## src/rtl/sdr_page_pkg.sv

```systemverilog
package sdr_page_pkg;

    typedef enum logic [1:0] {
        CMD_PRE = 2'b00,
        CMD_ACT = 2'b01,
        CMD_RD  = 2'b10,
        CMD_WR  = 2'b11
    } pg_cmd_e;

    typedef enum logic [2:0] {
        ST_DECIDE,
        ST_PRE,
        ST_WAIT_RP,
        ST_ACT,
        ST_WAIT_RCD,
        ST_XFER
    } pg_state_e;

endpackage

```

## src/rtl/pg_req_queue.sv

```systemverilog
module pg_req_queue #(
    parameter int ENTRY_W = 8,
    parameter int QD_W    = 2
) (
    input  logic               clk,
    input  logic               rst_n,
    input  logic [QD_W-1:0]    cfg_depth,
    input  logic               push_valid,
    input  logic [ENTRY_W-1:0] push_data,
    output logic               push_ready,
    input  logic               pop,
    output logic               head_valid,
    output logic [ENTRY_W-1:0] head_data
);
    localparam int CAP = 1 << QD_W;

    typedef struct packed {
        logic [QD_W-1:0] wp;
        logic [QD_W-1:0] rp;
        logic [QD_W:0]   cnt;
    } qptr_t;

    qptr_t p_d, p_q;
    logic [ENTRY_W-1:0] mem_d [CAP];
    logic [ENTRY_W-1:0] mem_q [CAP];
    logic do_push, do_pop;

    always_comb begin
        p_d        = p_q;
        mem_d      = mem_q;
        push_ready = (p_q.cnt <= {1'b0, cfg_depth});
        head_valid = (p_q.cnt != '0);
        head_data  = mem_q[p_q.rp];
        do_push    = push_valid && push_ready;
        do_pop     = pop && head_valid;
        if (do_push) begin
            mem_d[p_q.wp] = push_data;
            p_d.wp        = p_q.wp + 1'b1;
        end
        if (do_pop) begin
            p_d.rp = p_q.rp + 1'b1;
        end
        case ({do_push, do_pop})
            2'b10:   p_d.cnt = p_q.cnt + 1'b1;
            2'b01:   p_d.cnt = p_q.cnt - 1'b1;
            default: p_d.cnt = p_q.cnt;
        endcase
    end

    always_ff @(posedge clk) begin
        if (!rst_n) p_q <= '0;
        else        p_q <= p_d;
    end

    always_ff @(posedge clk) begin
        mem_q <= mem_d;
    end

endmodule

```

## src/rtl/pg_bank_table.sv

```systemverilog
module pg_bank_table #(
    parameter int NUM_BANKS = 4,
    parameter int BANK_W    = 2,
    parameter int ROW_W     = 12,
    parameter int TIME_W    = 4
) (
    input  logic                       clk,
    input  logic                       rst_n,
    input  logic [TIME_W-1:0]          cfg_tras,
    input  logic                       act_fire,
    input  logic                       pre_fire,
    input  logic                       flush,
    input  logic [BANK_W-1:0]          sel_bank,
    input  logic [ROW_W-1:0]           act_row,
    output logic [NUM_BANKS-1:0]       open_vec,
    output logic [NUM_BANKS*ROW_W-1:0] open_rows,
    output logic [NUM_BANKS-1:0]       ras_done
);

    for (genvar i = 0; i < NUM_BANKS; i++) begin : g_bank
        typedef struct packed {
            logic              open;
            logic [ROW_W-1:0]  row;
            logic [TIME_W-1:0] ras;
        } bank_t;

        bank_t b_d, b_q;
        logic  here;

        always_comb begin
            b_d  = b_q;
            here = (sel_bank == BANK_W'(i));
            if (b_q.ras != '0) b_d.ras = b_q.ras - 1'b1;
            if (act_fire && here) begin
                b_d.open = 1'b1;
                b_d.row  = act_row;
                b_d.ras  = cfg_tras;
            end
            if (pre_fire && here) b_d.open = 1'b0;
            if (flush)            b_d.open = 1'b0;
        end

        always_ff @(posedge clk) begin
            if (!rst_n) b_q <= '0;
            else        b_q <= b_d;
        end

        assign open_vec[i]                  = b_q.open;
        assign open_rows[i*ROW_W +: ROW_W]  = b_q.row;
        assign ras_done[i]                  = (b_q.ras == '0);
    end

endmodule

```

## src/rtl/pg_sequencer.sv

```systemverilog
module pg_sequencer
    import sdr_page_pkg::*;
#(
    parameter int NUM_BANKS = 4,
    parameter int BANK_W    = 2,
    parameter int ROW_W     = 12,
    parameter int COL_W     = 10,
    parameter int LEN_W     = 9,
    parameter int TIME_W    = 4,
    parameter int ADDR_W    = 12
) (
    input  logic                       clk,
    input  logic                       rst_n,
    input  logic [TIME_W-1:0]          cfg_trp,
    input  logic [TIME_W-1:0]          cfg_trcd,
    input  logic                       head_valid,
    input  logic [BANK_W-1:0]          head_bank,
    input  logic [ROW_W-1:0]           head_row,
    input  logic [COL_W-1:0]           head_col,
    input  logic [LEN_W-1:0]           head_len,
    input  logic                       head_write,
    input  logic                       head_close,
    output logic                       pop,
    input  logic [NUM_BANKS-1:0]       open_vec,
    input  logic [NUM_BANKS*ROW_W-1:0] open_rows,
    input  logic [NUM_BANKS-1:0]       ras_done,
    input  logic [NUM_BANKS-1:0]       pre_ok,
    input  logic                       act_ok,
    input  logic                       refresh_req,
    output logic                       act_fire,
    output logic                       pre_fire,
    output logic                       flush,
    output logic [BANK_W-1:0]          fire_bank,
    output logic [ROW_W-1:0]           fire_row,
    output logic                       out_valid,
    input  logic                       out_ack,
    output logic [1:0]                 out_cmd,
    output logic [BANK_W-1:0]          out_bank,
    output logic [ADDR_W-1:0]          out_addr,
    output logic [LEN_W-1:0]           out_len,
    output logic                       busy
);

    typedef struct packed {
        pg_state_e         st;
        logic [BANK_W-1:0] bank;
        logic [ROW_W-1:0]  row;
        logic [COL_W-1:0]  col;
        logic [LEN_W-1:0]  len;
        logic              write;
        logic              close;
        logic              closing;
        logic              issued;
        logic [TIME_W-1:0] cnt;
    } seq_t;

    seq_t d, q;
    logic hit;
    logic fire;

    always_comb begin
        d         = q;
        pop       = 1'b0;
        act_fire  = 1'b0;
        pre_fire  = 1'b0;
        flush     = 1'b0;
        out_valid = 1'b0;
        out_cmd   = CMD_PRE;
        out_addr  = '0;
        hit       = open_vec[head_bank] &&
                    (open_rows[head_bank*ROW_W +: ROW_W] == head_row);
        fire      = 1'b0;

        case (q.st)
            ST_DECIDE: begin
                if (refresh_req) begin
                    flush = 1'b1;
                end else if (head_valid) begin
                    pop       = 1'b1;
                    d.bank    = head_bank;
                    d.row     = head_row;
                    d.col     = head_col;
                    d.len     = head_len;
                    d.write   = head_write;
                    d.close   = head_close;
                    d.closing = 1'b0;
                    d.issued  = 1'b0;
                    if (!open_vec[head_bank]) d.st = ST_ACT;
                    else if (hit)             d.st = ST_XFER;
                    else                      d.st = ST_PRE;
                end
            end
            ST_PRE: begin
                out_cmd   = CMD_PRE;
                out_valid = q.issued || (pre_ok[q.bank] && ras_done[q.bank]);
                fire      = out_valid && out_ack;
                d.issued  = out_valid && !out_ack;
                if (fire) begin
                    pre_fire = 1'b1;
                    d.cnt    = cfg_trp;
                    d.st     = ST_WAIT_RP;
                end
            end
            ST_WAIT_RP: begin
                if (q.cnt <= TIME_W'(1)) begin
                    d.st      = q.closing ? ST_DECIDE : ST_ACT;
                    d.closing = 1'b0;
                end else begin
                    d.cnt = q.cnt - 1'b1;
                end
            end
            ST_ACT: begin
                out_cmd   = CMD_ACT;
                out_addr  = ADDR_W'(q.row);
                out_valid = q.issued || (act_ok && !refresh_req);
                fire      = out_valid && out_ack;
                d.issued  = out_valid && !out_ack;
                if (fire) begin
                    act_fire = 1'b1;
                    d.cnt    = cfg_trcd;
                    d.st     = ST_WAIT_RCD;
                end
            end
            ST_WAIT_RCD: begin
                if (q.cnt <= TIME_W'(1)) d.st  = ST_XFER;
                else                     d.cnt = q.cnt - 1'b1;
            end
            ST_XFER: begin
                out_cmd   = q.write ? CMD_WR : CMD_RD;
                out_addr  = ADDR_W'(q.col);
                out_valid = 1'b1;
                fire      = out_ack;
                if (fire) begin
                    d.issued = 1'b0;
                    if (q.close) begin
                        d.closing = 1'b1;
                        d.st      = ST_PRE;
                    end else begin
                        d.st = ST_DECIDE;
                    end
                end
            end
            default: d.st = ST_DECIDE;
        endcase
    end

    always_ff @(posedge clk) begin
        if (!rst_n) q <= '0;
        else        q <= d;
    end

    assign fire_bank = q.bank;
    assign fire_row  = q.row;
    assign out_bank  = q.bank;
    assign out_len   = q.len;
    assign busy      = (q.st != ST_DECIDE);

endmodule

```

## src/rtl/sdr_page_ctrl.sv

```systemverilog
module sdr_page_ctrl #(
    parameter int NUM_BANKS = 4,
    parameter int ROW_W     = 12,
    parameter int COL_W     = 10,
    parameter int LEN_W     = 9,
    parameter int TIME_W    = 4,
    parameter int QD_W      = 2
) (
    input  logic                     clk,
    input  logic                     rst_n,
    input  logic [QD_W-1:0]          cfg_depth,
    input  logic [TIME_W-1:0]        cfg_tras,
    input  logic [TIME_W-1:0]        cfg_trp,
    input  logic [TIME_W-1:0]        cfg_trcd,
    input  logic                     in_valid,
    output logic                     in_ready,
    input  logic [$clog2(NUM_BANKS)-1:0] in_bank,
    input  logic [ROW_W-1:0]         in_row,
    input  logic [COL_W-1:0]         in_col,
    input  logic [LEN_W-1:0]         in_len,
    input  logic                     in_write,
    input  logic                     in_close,
    output logic                     out_valid,
    input  logic                     out_ack,
    output logic [1:0]               out_cmd,
    output logic [$clog2(NUM_BANKS)-1:0] out_bank,
    output logic [((ROW_W > COL_W) ? ROW_W : COL_W)-1:0] out_addr,
    output logic [LEN_W-1:0]         out_len,
    input  logic [NUM_BANKS-1:0]     pre_ok,
    input  logic                     act_ok,
    input  logic                     refresh_req,
    output logic                     idle
);
    localparam int BANK_W  = $clog2(NUM_BANKS);
    localparam int ADDR_W  = (ROW_W > COL_W) ? ROW_W : COL_W;
    localparam int ENTRY_W = BANK_W + ROW_W + COL_W + LEN_W + 2;

    logic [ENTRY_W-1:0]         push_data, head_data;
    logic                       head_valid, pop;
    logic [BANK_W-1:0]          h_bank;
    logic [ROW_W-1:0]           h_row;
    logic [COL_W-1:0]           h_col;
    logic [LEN_W-1:0]           h_len;
    logic                       h_write, h_close;
    logic [NUM_BANKS-1:0]       open_vec, ras_done;
    logic [NUM_BANKS*ROW_W-1:0] open_rows;
    logic                       act_fire, pre_fire, flush, seq_busy;
    logic [BANK_W-1:0]          fire_bank;
    logic [ROW_W-1:0]           fire_row;

    assign push_data = {in_bank, in_row, in_col, in_len, in_write, in_close};
    assign {h_bank, h_row, h_col, h_len, h_write, h_close} = head_data;

    pg_req_queue #(.ENTRY_W(ENTRY_W), .QD_W(QD_W)) u_queue (
        .clk        (clk),
        .rst_n      (rst_n),
        .cfg_depth  (cfg_depth),
        .push_valid (in_valid),
        .push_data  (push_data),
        .push_ready (in_ready),
        .pop        (pop),
        .head_valid (head_valid),
        .head_data  (head_data)
    );

    pg_bank_table #(.NUM_BANKS(NUM_BANKS), .BANK_W(BANK_W), .ROW_W(ROW_W),
                    .TIME_W(TIME_W)) u_banks (
        .clk       (clk),
        .rst_n     (rst_n),
        .cfg_tras  (cfg_tras),
        .act_fire  (act_fire),
        .pre_fire  (pre_fire),
        .flush     (flush),
        .sel_bank  (fire_bank),
        .act_row   (fire_row),
        .open_vec  (open_vec),
        .open_rows (open_rows),
        .ras_done  (ras_done)
    );

    pg_sequencer #(.NUM_BANKS(NUM_BANKS), .BANK_W(BANK_W), .ROW_W(ROW_W),
                   .COL_W(COL_W), .LEN_W(LEN_W), .TIME_W(TIME_W),
                   .ADDR_W(ADDR_W)) u_seq (
        .clk         (clk),
        .rst_n       (rst_n),
        .cfg_trp     (cfg_trp),
        .cfg_trcd    (cfg_trcd),
        .head_valid  (head_valid),
        .head_bank   (h_bank),
        .head_row    (h_row),
        .head_col    (h_col),
        .head_len    (h_len),
        .head_write  (h_write),
        .head_close  (h_close),
        .pop         (pop),
        .open_vec    (open_vec),
        .open_rows   (open_rows),
        .ras_done    (ras_done),
        .pre_ok      (pre_ok),
        .act_ok      (act_ok),
        .refresh_req (refresh_req),
        .act_fire    (act_fire),
        .pre_fire    (pre_fire),
        .flush       (flush),
        .fire_bank   (fire_bank),
        .fire_row    (fire_row),
        .out_valid   (out_valid),
        .out_ack     (out_ack),
        .out_cmd     (out_cmd),
        .out_bank    (out_bank),
        .out_addr    (out_addr),
        .out_len     (out_len),
        .busy        (seq_busy)
    );

    assign idle = !seq_busy && !head_valid;

endmodule

```

## config.mk

```make
export PLATFORM = sky130hd
export DESIGN_NAME = sdr_page_ctrl
export DESIGN_NICKNAME = d
export VERILOG_FILES = /design/src/rtl/sdr_page_pkg.sv /design/src/rtl/pg_req_queue.sv /design/src/rtl/pg_bank_table.sv /design/src/rtl/pg_sequencer.sv /design/src/rtl/sdr_page_ctrl.sv
export SDC_FILE = /design/constraint.sdc
export NUM_CORES = 1
export LEC_CHECK = 0
export ABC_AREA = 0
export BUFFER_PORTS_ARGS = -buffer_cell sky130_fd_sc_hd__buf_2
export CORE_MARGIN = 1.5
export CORE_UTILIZATION = 60
export CTS_CLUSTER_SIZE = 14
export DETAILED_ROUTE_END_ITERATION = 10
export GPL_ROUTABILITY_DRIVEN = 0
export GPL_TIMING_DRIVEN = 0
export PLACE_DENSITY = 0.8
export SLEW_MARGIN = 10
export SYNTH_ARGS = -nofsm -noshare
export SYNTH_HDL_FRONTEND = slang
export SYNTH_SLANG_ARGS = --single-unit
```

## constraint.sdc

```tcl
create_clock -name clk -period 4.5 [get_ports clk]
set_input_delay 0.45 -clock clk [delete_from_list [all_inputs] [get_ports clk]]
set_output_delay 0.45 -clock clk [all_outputs]
set_load 0.02 [all_outputs]
```

==> run summary <==
Outcome: finished, final reports clean
Reg2reg path depth: 12
Gr usage total: 0.273
Crit-path max cell delay: 0.56 ns
Final Worst Setup Slack: 0.693 ns
DP HPWL: 17900 microns
Die area: 0.0197 sq mm
Via count: 7755
Hold Path Depth: 1
Final Power: 7.34 mW
TritonCTS buffer count: 27
Vias per std cell: 5.87
Post-synth top area share: 0.372
Fmax: 263 MHz
Synth Warn #: 0
# resized after CTS: 0
Top post-synthesis cells by area: edfxtp_1, dfxtp_1, nand2_1, a21boi_0, mux4_2
Area growth, synth to finish: 14.7%
Setup_tns: 0 ns
Clk buf depth: 3
Postcts setup bufs: 0
Flops & latches, synth: 259
Clock Latency Late Sink: 0.54 ns
Mapped Area: 0.0113 sq mm
Drt drc: 0
Initial core utilization: 0.608
H-Tree Depth: 1
Root Buffer: clkbuf_16
TritonRoute pass-1 iters: 5
Register area: 0.00659 sq mm
Multi-input gate area: 0.00431 sq mm
Port Buffers: 85
Clock Skews: 0.00990 ns
Drt wl/cell: 20.1 microns
I/O pin count: 87
CP top delay family: buffers and inverters
Worst-path cell chain: clkbuf_1 > nor3_1 > nand2_1 > inv_1 > clkbuf_1 > buf_1 > ha_1 > inv_1 > fa_1 > xor2_1 > or3_1 > a21boi_0
Commonest cells in the netlist: nand2_1, edfxtp_1, dfxtp_1, a21boi_0, clkbuf_1
Top FF cell, synth: edfxtp_1
Worst vdd ir: 0.563 mV
Vias in the first global route: 7741
CTS Hold Bufs: 0
Diodes inserted: 0
Syn_nets: 1026
Clock sinks: 259
Count of pins over their slew limit: 0
Clock period minus worst slack: 3.81 ns
Bufs and invs on worst path: 5
Worst r2r src: u_seq.q[41]$_SDFFE_PN0P_
Unique masters post-synth: 57
Initial DRC count: 487
Post-synth EDFFs: 140
Critical path peak fanout: 10
Final Hold Vio Count: 0
DRT Wirelength: 26500 microns
Dominant cell type by area after synthesis: edfxtp_1
Worst Tran Pin Value: 0.920 ns
Worst Path Required: 4.96 ns
Grt total ovfl: 0
Initial antenna violation count: 0
Power per Cell Area: 566 mW/mm^2
Largest net degree at the start of global routing: 30
Min Hold Slack: 0.122 ns
Avg Cell Area, Syn: 11.9 sq um
Critical R2R Capture: u_queue.p_q[2]$_SDFFE_PN0P_
Share of cells above drive strength 1: 0.175
Core Region: 0.0186 sq mm
Relative slew slack: 0.382
RSZ-0062 raised after global routing: no
Sequential share of the synthesized area: 0.583
Hold path endpoint: u_queue.mem_q[13]$_DFFE_PP_
# fillers: 1310
Gate count of the mapped netlist: 949
Slowest cell on the critical path: buf_1
P_leak: 4.61 nW
WS Path Type: reg -> reg
Reg clk slew, reported paths: 0.06 ns
Setup WS pre-CTS: 0.767 ns
First-pass GRT wire length: 41500 microns
CP Data Arrival Time: 4.27 ns
Die Y: 140 microns
Row cnt: 50
Final period utilization: 0.846
FFs w/ async S/R, synth: 0
CTS tree: built
Die Wd: 140 microns
R2R setup slack: 0.69 ns
Nets: 1144
Most frequent cell after synthesis: nand2_1
CP startpoint kind: flip-flop
Final setup vio count: 0
Worst hold path type: in -> reg
Max-cap violations: 0
Antenna viol nets, final: 0
HP Start: in_col[2]
Worst setup EP type: flip-flop
==> cell usage in the layout, fill, tap and decap left out, types with 4 or more instances in the layout <==
cell type / count
nand2_1: 207
edfxtp_1: 140
dfxtp_1: 119
a21boi_0: 98
buf_2: 89
clkbuf_1: 49
mux4_2: 30
clkbuf_16: 28
mux2i_1: 26
nor2b_1: 24
inv_1: 20
a21oi_1: 20
xnor2_1: 19
nor3_1: 17
o21ai_0: 17
ha_1: 17
nor2_1: 13
and2_1: 12
buf_4: 12
a22oi_1: 10
xor2_1: 10
nand2b_1: 6
clkinv_1: 6
mux4_1: 6
and3_1: 5
or3_1: 5
o211a_1: 5
a211o_1: 5
clkinv_2: 5
buf_1: 4
nor3b_1: 4
and3_2: 4
buf_6: 4
nor4_1: 4
o31ai_1: 4
buf_12: 4
==> routing by layer <==
| layer | part of all wire | vias up | track usage |
|---|---|---|---|
| met3 | 0.062 | 66 | 0.0444 |
| met1 | 0.40 | 3773 | 0.335 |
| met5 | 0 | - | 0 |
| met4 | 0.034 | 0 | 0.107 |
| met2 | 0.51 | 300 | 0.485 |
| li1 | - | 3616 | - |
==> cell type report <==
cell class | instances | share of cell area
Sequential cell | 259 | 0.508
Multi-Input combinational cell | 602 | 0.332
Clock buffer | 36 | 0.0580
Timing Repair Buffer | 89 | 0.0390
Buffer | 67 | 0.0256
Tap cell | 234 | 0.0226
Clock inverter | 13 | 0.00782
Inverter | 21 | 0.00609
==> worst max path at each step <==
stage                                        start                          end  slack (ns)  depth (start not counted)
after floorplan           u_seq.q[41]$_SDFFE_PN0P_  u_queue.p_q[2]$_SDFFE_PN0P_        1.64                         12
after global routing      u_seq.q[41]$_SDFFE_PN0P_  u_queue.p_q[2]$_SDFFE_PN0P_        0.48                         12
after CTS                 u_seq.q[41]$_SDFFE_PN0P_  u_queue.p_q[2]$_SDFFE_PN0P_        0.75                         12
final                     u_seq.q[41]$_SDFFE_PN0P_  u_queue.p_q[2]$_SDFFE_PN0P_        0.69                         12
after global placement    u_seq.q[41]$_SDFFE_PN0P_  u_queue.p_q[2]$_SDFFE_PN0P_        0.84                         12
after detailed placement  u_seq.q[41]$_SDFFE_PN0P_  u_queue.p_q[2]$_SDFFE_PN0P_        0.77                         12
==> worst register-to-register path: stages, from the launching register on <==
cell	delay [ns]
dfxtp_1	0.31
clkbuf_1	0.22
nor3_1	0.38
nand2_1	0.34
inv_1	0.16
clkbuf_1	0.43
buf_1	0.56
ha_1	0.29
inv_1	0.06
fa_1	0.37
xor2_1	0.15
or3_1	0.29
a21boi_0	0.16
==> sequential cells by signal, summed over array words and instances (netlist names) <==
name,flops
u_banks.g_bank.b_q,16
u_banks.open_rows,48
u_queue.mem_q,140
u_seq.out_len,9
u_queue.p_q,7
u_banks.open_vec,4
u_seq.q,21
u_seq.fire_bank,2
u_seq.fire_row,12
==> cell families after synthesis <==
family	count (synthesis)	synth area share
AO/OA/AOI/OAI	180	0.116
flip-flops	259	0.583
adder cells (fa/ha/maj)	18	0.0206
buffers and inverters	88	0.0363
AND/OR/NAND/NOR	310	0.122
multiplexers	65	0.100
XOR/XNOR	29	0.0225
==> power by group <==
part           switching (mW)  internal [mW]
logic                    1.20          0.916
registers               0.214           2.87
clock network           0.904           1.23
total                    2.32           5.02
==> through the flow <==
step / utilization / instances / instance area, sq um
2_1_floorplan: - / 949 / 11300
3_3_place_gp: 0.647 / 1268 / 12000
3_5_place_dp: 0.651 / 1272 / 12100
4_1_cts: 0.697 / 1321 / 13000
5_1_grt: 0.697 / 1321 / 13000
6_report: 0.697 / 1321 / 13000
No activity file was read; power rests on OpenSTA's default activity.
